[config.mk]
export PLATFORM = sky130hd
export DESIGN_NAME = hs_byte_xfer
export DESIGN_NICKNAME = d
export VERILOG_FILES = /design/src/rtl/hs_byte_xfer.sv
export SDC_FILE = /design/constraint.sdc
export NUM_CORES = 1
export LEC_CHECK = 0
export ABC_AREA = 1
export BUFFER_PORTS_ARGS = -buffer_cell sky130_fd_sc_hd__buf_2
export CAP_MARGIN = 20
export CORE_MARGIN = 3
export CORE_UTILIZATION = 35
export CTS_CLUSTER_SIZE = 12
export DETAILED_ROUTE_END_ITERATION = 7
export GPL_ROUTABILITY_DRIVEN = 0
export PLACE_DENSITY = 0.5
export SLEW_MARGIN = 5
export SYNTH_ARGS = -nofsm -noshare
export SYNTH_HDL_FRONTEND = slang
export SYNTH_SLANG_ARGS = --single-unit
[constraint.sdc]
create_clock -name clk -period 2.8 [get_ports clk]
set_input_delay 0.56 -clock clk [delete_from_list [all_inputs] [get_ports clk]]
set_output_delay 0.56 -clock clk [all_outputs]
set_load 0.005 [all_outputs]
[src/rtl/hs_byte_xfer.sv]
module hs_byte_xfer #(
  parameter int OUT_DEPTH = 16,
  parameter int IN_DEPTH  = 128,
  localparam int OCW = $clog2(OUT_DEPTH + 1),
  localparam int OAW = $clog2(OUT_DEPTH),
  localparam int ICW = $clog2(IN_DEPTH + 1),
  localparam int IAW = $clog2(IN_DEPTH)
) (
  input  logic           clk,
  input  logic           rst_n,
  input  logic           xip_n,
  input  logic           ack_n,
  output logic           req_n,
  input  logic           dir_out,
  input  logic           sr_wr,
  input  logic [7:0]     sr_wdata,
  input  logic           sr_rd,
  output logic [7:0]     sr_q,
  output logic           sflag,
  input  logic           ld_wr,
  input  logic           ld_first,
  input  logic [7:0]     ld_byte,
  output logic           pkt_rx,
  output logic [OCW-1:0] pkt_len,
  input  logic [OAW-1:0] out_idx,
  output logic [7:0]     out_byte
);

  logic [1:0] xip_sy, ack_sy;
  logic xip_p, ack_p;
  logic [OCW-1:0] out_cnt;
  logic [ICW-1:0] in_len, in_idx;
  logic [7:0] out_mem [OUT_DEPTH];
  logic [7:0] in_mem  [IN_DEPTH];

  wire xip_s    = xip_sy[1];
  wire ack_s    = ack_sy[1];
  wire ack_tog  = ack_s ^ ack_p;
  wire hs_chg   = (xip_s ^ xip_p) | ack_tog;
  wire active   = ~xip_s;
  wire in_avail = in_idx < in_len;
  wire out_room = out_cnt < OCW'(OUT_DEPTH);
  wire cap_en   = active & dir_out & hs_chg & out_room;
  wire feed_en  = active & ~dir_out & hs_chg & in_avail;
  wire sync_tog = ~active & xip_p & ack_tog;
  wire xfer_end = ~active & ~xip_p;
  wire set_flag = cap_en | feed_en | sync_tog | xfer_end;
  wire ld_ok    = ld_wr & (ld_first | (in_len < ICW'(IN_DEPTH)));
  wire [IAW-1:0] ld_ptr = ld_first ? '0 : in_len[IAW-1:0];

  assign out_byte = out_mem[out_idx];

  always_ff @(posedge clk or negedge rst_n) begin
    if (!rst_n) begin
      xip_sy <= 2'b11;
      ack_sy <= 2'b11;
      xip_p  <= 1'b1;
      ack_p  <= 1'b1;
    end else begin
      xip_sy <= {xip_sy[0], xip_n};
      ack_sy <= {ack_sy[0], ack_n};
      xip_p  <= xip_s;
      ack_p  <= ack_s;
    end
  end

  always_ff @(posedge clk) begin
    if (cap_en) out_mem[out_cnt[OAW-1:0]] <= sr_q;
    if (ld_ok)  in_mem[ld_ptr] <= ld_byte;
  end

  always_ff @(posedge clk or negedge rst_n) begin
    if (!rst_n) begin
      sr_q    <= '0;
      sflag   <= 1'b0;
      req_n   <= 1'b1;
      out_cnt <= '0;
      in_len  <= '0;
      in_idx  <= '0;
      pkt_rx  <= 1'b0;
      pkt_len <= '0;
    end else begin
      if (feed_en)    sr_q <= in_mem[in_idx[IAW-1:0]];
      else if (sr_wr) sr_q <= sr_wdata;

      if (set_flag)   sflag <= 1'b1;
      else if (sr_rd) sflag <= 1'b0;

      if (feed_en) begin
        if ((in_idx + ICW'(1)) >= in_len) req_n <= 1'b1;
      end else if (sync_tog) begin
        req_n <= ack_s;
      end else if (~active && in_avail) begin
        req_n <= 1'b0;
      end

      if (xfer_end)    out_cnt <= '0;
      else if (cap_en) out_cnt <= out_cnt + OCW'(1);

      pkt_rx <= xfer_end & (out_cnt != '0);
      if (xfer_end && out_cnt != '0) pkt_len <= out_cnt;

      if (ld_wr && ld_first) begin
        in_len <= ICW'(1);
        in_idx <= '0;
      end else begin
        if (ld_ok)   in_len <= in_len + ICW'(1);
        if (feed_en) in_idx <= in_idx + ICW'(1);
      end
    end
  end

endmodule

; ---- Word level (Yosys, flattened, before mapping)
; Memory sizes are Yosys's and may differ from the RTL's.
; Cells that the tools add are included.
; Widths: inputs -> output; s select.
[word_totals]
rom_bits = 0
input_bits = 29
n_memories = 2
latchBits = 0
ram_bits = 1152
output_inout_bits = 24
register_bits = 43
[mem_list]
columns = name, depth, width, rd, rd_ports_with_merged_regs, write_ports, line_no
row1 = in_mem, 128, 8, 1, 0, 1, 34  ; logic [7:0] in_mem [IN_DEPTH];
row2 = out_mem, 16, 8, 1, 0, 1, 33  ; logic [7:0] out_mem [OUT_DEPTH];
[op_classes]
mux = 19
shift = 0
n_div = 0
reduce_logical = 11
n_bitwise = 21
n_addsub = 3
n_lt_le_gt_ge = 4
n_eq_ne = 1
mul = 0
[op_table]
columns = operator, count
row1 = $mux 8, 6
row2 = $add 8x1->8 const B, 2
row3 = $and 1x1->1, 11
row4 = $mux 1, 10
row5 = $mux 5, 2
row6 = $reduce_bool 2->1, 5
row7 = $ge 8x8->1, 1
row8 = $lt 8x8->1, 1
row9 = $lt 8x8->1 const B, 1
row10 = $mux 7, 1
row11 = $add 5x1->5 const B, 1
row12 = $lt 5x5->1 const B, 1
row13 = $or 1x1->1, 5
row14 = $reduce_bool 5->1, 1
row15 = $logic_and 1x1->1, 3
row16 = $not 1->1, 3
row17 = $reduce_bool 3->1, 1
row18 = $ne 2x1->1 const B, 1
row19 = $reduce_and 2->1, 1
row20 = $xor 1x1->1, 2

; ---- Logic depth before layout (Yosys ltp)
; Gate-level depths: netlist of the first run.
[logic_depth]
ltp_word = 8
ltp_mapped = 17
ltp_nobuf = 15

; ---- Least setup slack after synthesis of the first run
; OpenSTA, ideal clock, no wires.
[synth_path]
path_type = in2reg
startpoint = in ld_first
endpoint = mem in_mem[104][0] (enable)
required_ns = 2.405
n_path_buf = 2
setup_time_ns = 0.395
cell_stages = 6
arrival_time_ns = 2.211
path_slack_ns = 0.194
path_cell_list = buf_4 nand2_1 nand2_1 buf_2 nand3_1 nor4_1
[synth_via]
elab_chain_cells = 4
elab_cells_between_ends = 5
cone_classes = mux (3) / bitwise (2)
[synth_lines]
columns = item, line_no
row1 = from (decl), 21  ; input logic ld_first,
row2 = $or 1x1->1, 48  ; wire ld_ok = ld_wr & (ld_first | (in_len < ICW'(IN_DEPTH)));
row3 = $and 1x1->1, 48
row4 = $mux 1, 69  ; if (ld_ok) in_mem[ld_ptr] <= ld_byte;
row5 = $mux 1 (not written as such), 69
row6 = to (decl), 34
; Parallel ways exist; a longest one is shown, timed or not.

; ---- Final worst setup path of the first run
[layout_path]
startpoint = reg in_idx[0]
endpoint = reg sr_q[6]
[layout_via]
elab_chain_cells = 3
elab_cells_between_ends = 5
cone_classes = order compare (1) / mux (1) / bitwise (1) / reduce/logical (1) / memory (1)
[layout_lines]
columns = item, line_no
row1 = from (decl), 32  ; logic [ICW-1:0] in_len, in_idx;
row2 = from (signal assigned), 108  ; if (feed_en) in_idx <= in_idx + ICW'(1);
row3 = branches (longest 3 deep; another with $mem_v2 128x8), --
row4 = to (signal assigned), 83  ; if (feed_en) sr_q <= in_mem[in_idx[IAW-1:0]];
row5 = to (signal assigned), 84  ; else if (sr_wr) sr_q <= sr_wdata;
row6 = to (decl), 18  ; output logic [7:0] sr_q,
; Several ways; the timed one is not identified.
; A chain may end at the register's enable or synchronous reset.

==> results.md, run 1 <==
- The number of buffers added by the clock tree synthesis step is 135.
- The number of max-slew violations in the final report was 0.
- The combinational fraction of design power is 23.2%.
- The total wire length is 140000 um.
- The flow ran to the end, and the final reports show no timing, DRC or antenna violations.
- The signal arrival time at the worst endpoint is 3360 ps.
- Dividing the synthesized area by the synthesized cell count gives 11.8 sq um.
- The number of standard-cell rows in the floorplan is 136.
- The upper clock frequency limit is 373 MHz.
- In this run, flip-flops and latches consume 42.2% of the power.
- After detailed routing, the average wire length per cell comes to 21.8 um.
- The smallest setup slack after layout is 119 ps.
- At the pin with the least slew margin, the transition time is 731 ps.
- IR analysis of the VDD net gives a maximum drop of 602 uV.
- The worst setup path is captured at a flip-flop.
- The count of input and output buffers is 52.
- After detailed placement, the design holds a cell count of 6164.
- The clock passes through at most 3 buffers.
- TritonCTS built the clock tree.
- The H-tree was split into 4 levels.
- The number of violations reported at the end of detailed-routing iteration 0 is 2651.
- The final route contains 32091 vias.
- The proportion of layout cells with a drive suffix above 1 is 12.3%.
- The worst-path maximum fanout is 60.
- The share of the clock period used by the worst path after layout is 95.7%.
- After synthesis, the share of flip-flops with an asynchronous set or reset is 3.60%.
- For the finished layout, the period the worst path requires is 2680 ps.
- The number of antenna violations at the first check in global routing is 2.
- The critical path in this run is classified as flip-flop to flip-flop.
- The average via count per standard cell is 5.01.
- 53 I/O pins were placed.
- STA puts the critical path data required time at 3480 ps.
- The floorplan step set the die width to 381 um.
- The core region is 0.139 sq mm.
- The switching fraction of total power is 31.6%.
- The total power consumption of the routed design is 0.0479 W.
- The clock slew at the register clock pins of the worst setup and hold paths is 60 ps.
- The via count of the first global-routing pass is 31262.
- The worst hold path class is primary input to flip-flop.
- Power spread over the standard cell area amounts to 831 mW/mm^2.
- Summed over all nets, the half-perimeter wirelength after detailed placement is 85300 um.
- The relative slew slack is 51.3%.
- Yosys mapped a number of flops with a built-in enable equal to 1152.
- Before antenna repair, the detailed router went through 5 iterations.
- Setup repair after global routing left no endpoint under its margin.
- The clock power share is 34.6%.
- The most common cell after layout, fill and taps aside is nand2_1.
- Max-cap violations in this run came to 0.
- Synthesis produced 4183 cells.
- The top cell types in the final layout, fill and taps aside, are nand2_1 (1433), edfxtp_1 (1152), nand3_1 (614), buf_4 (260), a21oi_1 (184).
- The net count of the mapped netlist is 4236.
- The post-place setup slack is 116 ps.
- The first global-routing pass estimated 208000 um of wire.
- The clock reaches the later pin of the worst-skew pair after 760 ps.
- The post-synthesis to final-layout area growth is 17.2%.
- Global routing used 30.0% of the available met2 tracks.
- Global routing consumed, on the met1 layer, 26.7% of the routing resources.
- Between clock sinks in the finished design, the worst skew comes to 32.0 ps.
- The highest-utilization routing layer at the global route stage is met2.
- The floorplan die area is 0.145 sq mm.
- Entering global routing, the biggest net connects 124 pins.
- The Yosys step of the flow raised 0 warnings.
- The number of nets still failing antenna checks after routing is 0.
- Global routing used 3.56% of the available met3 tracks.
- Counting distinct cell types in the post-synthesis netlist gives 37.
- The share of synthesized area occupied by flip-flops and latches is 72.5%.
- For this run, design rule violations remaining after detail routing come to 0.
- The cell-internal power is 0.0328 W.
- The TritonCTS sink count is 1195.
- STA classifies the critical path startpoint as a flip-flop.
- The post-synth design cell area is 0.0492 sq mm.
- The die boundary height is 381 um.
- The net total in the final layout is 4494.
- The post-CTS setup buffer count is 0.
- Clock tree synthesis selected as its root buffer the cell clkbuf_16.
- For this run, the leading register cell type out of synthesis is edfxtp_1.
- The overall overflow remaining after global route is 0.
- The switching power summed over all nets is 0.0151 W.
- The number of hold violations in the final report is 0.
- Setup violations remaining at the end of the flow were counted as 0.
- The global router's overall resource usage is 19.1%.
- For this run, the number of standard cells in the final layout without fillers is 6405.
- The total negative slack for setup checks is 0 ps.
- After synthesis the netlist holds a flip-flop and latch count of 1195.
- For this configuration, the core starts out at a cell density of 35.5%.
- Summed over all cells, the static leakage comes to 21.3 nW.
==> routing by layer <==
layer,part of all wire [%],vias to the layer above
met1,45,15769
met5,0.0093,-
met3,6.1,198
met4,2.6,2
li1,-,15198
met2,47,924
==> cells by family after synthesis <==
logic type | count (synthesis) | share of synthesized area (%)
flops | 1195 | 72.5
fa+ha+maj | 24 | 0.610
xor+xnor | 7 | 0.125
mux | 32 | 0.651
simple gates | 2237 | 18.8
buf+inv | 338 | 3.35
compound gates | 350 | 4.00
==> sequential cells by signal (all words and copies together), names as in the netlist <==
signal / flops
ack_sy: 2
pkt_len: 5
pkt_rx: 1
xip_p: 1
in_len: 8
sr_q: 8
ack_p: 1
xip_sy: 2
sflag: 1
req_n: 1
in_mem: 1024
out_mem: 128
in_idx: 8
out_cnt: 5
==> per-stage QoR <==
stage	hold slack [ps]	utilization, %	area [sq um]
after detailed placement	347	38.7	53500
after floorplan	264	-	49200
after CTS	101	41.6	57700
after global routing	146	41.6	57700
final	144	41.6	57700
after global placement	347	38.7	53500
==> worst max-delay path, stage by stage (launching register included) <==
cell	delay (ps)
dfrtp_4	530
buf_12	170
buf_12	280
buf_6	230
nand2_1	70
nand3_1	80
nand3_1	90
nand3_1	200
nand3_1	230
nand3_1	180
nand2_1	130
nand2_1	100
nand3_1	110
a21oi_1	150
==> synth_stat cells, types with 2 or more instances <==
master / n / area (sq um)
buf_2: 117 / 586
mux2i_1: 32 / 320
buf_6: 9 / 101
xor2_1: 6 / 52.6
inv_2: 5 / 18.8
a21oi_1: 184 / 921
nor4_1: 2 / 12.5
buf_1: 16 / 60.1
buf_4: 44 / 330
edfxtp_1: 1152 / 34600
dfstp_2: 7 / 184
dfrtp_1: 36 / 901
nand2_1: 1433 / 5380
o211ai_1: 57 / 428
nor3_1: 12 / 60.1
o21a_1: 2 / 15.0
clkinv_1: 3 / 11.3
nor2_2: 3 / 18.8
clkbuf_1: 57 / 214
a21boi_0: 24 / 180
ha_1: 24 / 300
nand4_1: 7 / 43.8
inv_1: 86 / 323
nor2_1: 161 / 604
o21ai_0: 78 / 390
nand3_1: 615 / 3080
==> final cells by class <==
type,instances,area [sq um]
multi-input combinational,2650,11900
clock buffer,179,3650
fill,13126,80900
tap,1863,2330
clock inverter,57,425
antenna,2,5.00
sequential,1195,35700
inverter,95,380
timing repair buffer,364,3280
==> power by group through the flow <==
stage               logic (W)  registers [W]  clock network [W]
floorplan             0.00682         0.0206                  0
global placement       0.0112         0.0206                  0
detailed placement     0.0112         0.0206                  0
CTS                    0.0112         0.0202             0.0170
global route           0.0123         0.0202             0.0177
finish                 0.0111         0.0202             0.0166
==> worst paths after layout <==
kind / slack [ps] / start / to / cells past startpoint
max: 120 / in_idx[0] / sr_q[6] / 13
min: 140 / sr_rd / sflag / 4
max reg2reg: 120 / in_idx[0] / sr_q[6] / 13
min reg2reg: 350 / ack_sy[0] / ack_sy[1] / 0
max in group asynchronous: 1700 / rst_n / ack_p / 3
min in group asynchronous: 410 / rst_n / out_cnt[1] / 2
==> timing repair <==
action,in CTS,in global routing
hold buffers,3,0
hold endpoints to repair,26,0
setup endpoints to repair,0,1
resized for setup,0,1
Power figures use the tool's default switching activity.
==> inputs of run 2 (changes only) <==
--- a/constraint.sdc
+++ b/constraint.sdc
@@ -3,2 +3,2 @@
 set_output_delay 0.56 -clock clk [all_outputs]
-set_load 0.005 [all_outputs]
+set_load 0.05 [all_outputs]
==> run 2 against run 1 <==
Compared with the run above:
- setup slack worse by 20 ps
- sequential power about the same
- sequential share of layout area down 0.090 points
- global-route usage shrank 0.10 points
- die area unchanged
- worst hold slack gained 7.9 ps
- highest routed layer unchanged
==> results.md, run 2 (synthesis gave the netlist of run 1 again) <==
- The startpoint kind of the worst setup timing path was a flip-flop (unchanged).
- The total wire length is 139000 um (was 140000 um).
- The required time at the endpoint of the critical path is 3470 ps (was 3480 ps).
- The total negative slack for setup checks is 0 ps (unchanged).
- RSZ-0062 raised after global routing: no (unchanged).
- The TritonCTS sink count is 1195 (unchanged).
- The average via count per standard cell is 5.03 (was 5.01).
- The net total in the final layout is 4489 (was 4494).
- The clock slew at the register clock pins of the worst setup and hold paths is 60 ps (about the same).
- The reg-to-reg setup timing slack is 100 ps (was 120 ps).
- The register ranked first by flip-flop count is in_mem (unchanged).
- The count of endpoints failing setup in the final report was 0 (unchanged).
- The overall overflow remaining after global route is 0 (unchanged).
- The number of antenna violations at the first check in global routing is 3 (was 2).
- The cell count of the worst reg-to-reg path is 10 (was 13).
- The number of violations reported at the end of detailed-routing iteration 0 came to 2673 (was 2651).
- The static power due to leakage is 21.3 nW (about the same).
- The worst reg2reg path startpoint is in_idx[0] (unchanged).
- The number of buffers added by the clock tree synthesis step was 137 (was 135).
- The category of the worst setup path capture point is a flip-flop (unchanged).
- The share of the clock period used by the worst path after layout is 96.5% (was 95.7%).
- The final-layout fill cell count is 13121 (was 13126).
- The flip-flop count of the largest register, all copies and words added is 1024 (unchanged).
- The number of max-slew violations in the final report was 0 (unchanged).
- The clock latency on the worst-skew pair was 760 ps (about the same).
- The clock skew after layout is 35.5 ps (was 32.0 ps).
- The most common cell after layout, fill and taps aside is nand2_1 (unchanged).
- The final core utilization is 41.7% (was 41.6%).
- The proportion of layout cells with a drive suffix above 1 is 12.2% (was 12.3%).
- The post-synthesis to final-layout area growth was 17.3% (was 17.2%).
- The HPWL after detailed placement was 84100 um (was 85300 um).
- The count of input and output buffers was 52 (unchanged).
- The worst hold path class is primary input to flip-flop (unchanged).
- The x dimension of the die is 381 um (unchanged).
- The instance area after placement is 0.0534 sq mm (was 0.0535 sq mm).
- The transition time of the tightest slew-check pin was 709 ps (was 731 ps).
- The number of standard-cell rows in the floorplan came to 136 (unchanged).
- The die boundary height was 381 um (unchanged).
- The class of the most critical setup path was flip-flop to flip-flop (unchanged).
- The placeable core region is 0.139 sq mm (unchanged).
- The clock period minus final worst setup slack is 2700 ps (was 2680 ps).
- The detailed-route wire length per cell is 21.8 um (about the same).
- The number of top-level pins is 53 (unchanged).
- The number of H-tree branching levels is 4 (unchanged).
- The cell area power density was 838 mW/mm^2 (was 831 mW/mm^2).
- The global-route wire length before repair was 206000 um (was 208000 um).
- The CTS tree is yes (unchanged).
- The total power consumption of the routed design is 0.0484 W (was 0.0479 W).
- The area of the multi-input gates is 0.0119 sq mm (about the same).
- The area of all sequential standard cells came to 0.0357 sq mm (unchanged).
- The floorplan die area is 0.145 sq mm (unchanged).
- The deepest clock path buffer count came to 3 (unchanged).
- The global router's overall resource usage is 19.0% (was 19.1%).
- The cell depth of the worst hold path is 5 (was 4).
- The starting utilization of the core area was 35.5% (unchanged).
- Leading cell types in the layout, fill and taps excluded: nand2_1 (1433), edfxtp_1 (1152), nand3_1 (612), buf_4 (255), a21oi_1 (184) (was nand2_1 (1433), edfxtp_1 (1152), nand3_1 (614), buf_4 (260), a21oi_1 (184)).
- The worst-path maximum fanout is 76 (was 60).
- The pin count of the biggest net entering global routing is 126 (was 124).
- The total iterations of the first detailed-routing run is 5 (unchanged).
- The via count of the first global-routing pass is 30835 (was 31262).
- The clock root buffer was clkbuf_16 (unchanged).
- The via count is 32233 (was 32091).
- The final instance area is 0.0577 sq mm (about the same).
- Result of the run: finished clean (unchanged).
- The signal arrival time at the worst endpoint was 3370 ps (was 3360 ps).
- The startpoint of the most critical hold path is sr_wdata[1] (was sr_rd).
- The number of nets still failing antenna checks after routing is 0 (unchanged).
- The capture instance of the worst register-to-register path was sr_q[5] (was sr_q[6]).
- The end point of the worst hold path is sr_q[1] (was sflag).
- The number of design rule violations left after detail routing is 0 (unchanged).
- The count of max-cap constraint violations was 0 (unchanged).
- The worst hold-check slack was 152 ps (was 144 ps).
- The number of hold violations in the final report was 0 (unchanged).
- The relative slew slack is 52.7% (was 51.3%).
- The upper clock frequency limit came to 370 MHz (was 373 MHz).
- The peak ir drop on the vdd network is 800 uV (was 602 uV).
## run 2: cell count changes in the layout (fill, tap and decap cells not counted), sizes merged
cell,change
buf,-9
clkbuf,+9
bufinv,-1
inv,-6
clkinvlp,-2
clkinv,+8
diode,-1
bufbuf,+1
## run 2: how the worst max path moves through the flow
| stage | start | to | slack [ps] | depth (start not counted) |
|---|---|---|---|---|
| CTS | in_idx[0] | sr_q[6] | 2 | 13 |
| global route | out_mem[1][0] | out_byte[0] | 20 | 7 |
| finish | in_idx[0] | sr_q[5] | 100 | 10 |
| global placement | in_idx[0] | sr_q[5] | -90 | 10 |
| floorplan | ld_first | in_mem[104][0] | 190 | 6 |
| detailed placement | in_idx[0] | sr_q[5] | -100 | 10 |
## run 2: report_power, final
part           switching [W]  internal (W)  total [W]
combinational        0.00822       0.00323     0.0114
clock                0.00702       0.00971     0.0167
sequential          0.000187        0.0200     0.0202
## run 2: final cells by class
type,instances,share of cell area [%]
repair buffers,357,5.66
diodes,1,0.00433
multi-input cells,2650,20.6
well taps,1863,4.04
clock inverters,56,0.659
flip-flops and latches,1195,61.8
clock buffers,187,6.55
inverters,95,0.659
## run 2: per-stage QoR
stage                     std cells  setup slack, ps
final                          6404             99.0
after floorplan                4183              194
after CTS                      6402             1.53
after global routing           6403             17.2
after global placement         6155            -94.2
after detailed placement       6155             -100
## run 2: critical path: stages, from the launching register on
cell	delay (ps)
dfrtp_4	560
inv_16	140
buf_16	270
a21boi_0	290
o211ai_1	290
nand3_1	190
nand3_1	210
nand2_1	210
nand2_1	130
nand3_1	80
a21oi_1	130
## run 2: per-layer routing
metal | global-route usage (%) | share of wire, %
met4 | 6.98 | 3.2
met1 | 26.5 | 45
met2 | 29.7 | 46
met5 | 0 | 0.0093
met3 | 3.12 | 5.8
## run 2: repair_timing
| action | 4_1_cts | 5_1_grt |
|---|---|---|
| hold endpoints to repair | 19 | 0 |
| hold buffers | 3 | 0 |
| buffers inserted | 0 | 0 |
| pin swaps | 0 | 1 |
| gates resized for setup | 2 | 14 |
| cloned | 1 | 1 |
| endpoints found under the setup margin | 3 | 5 |
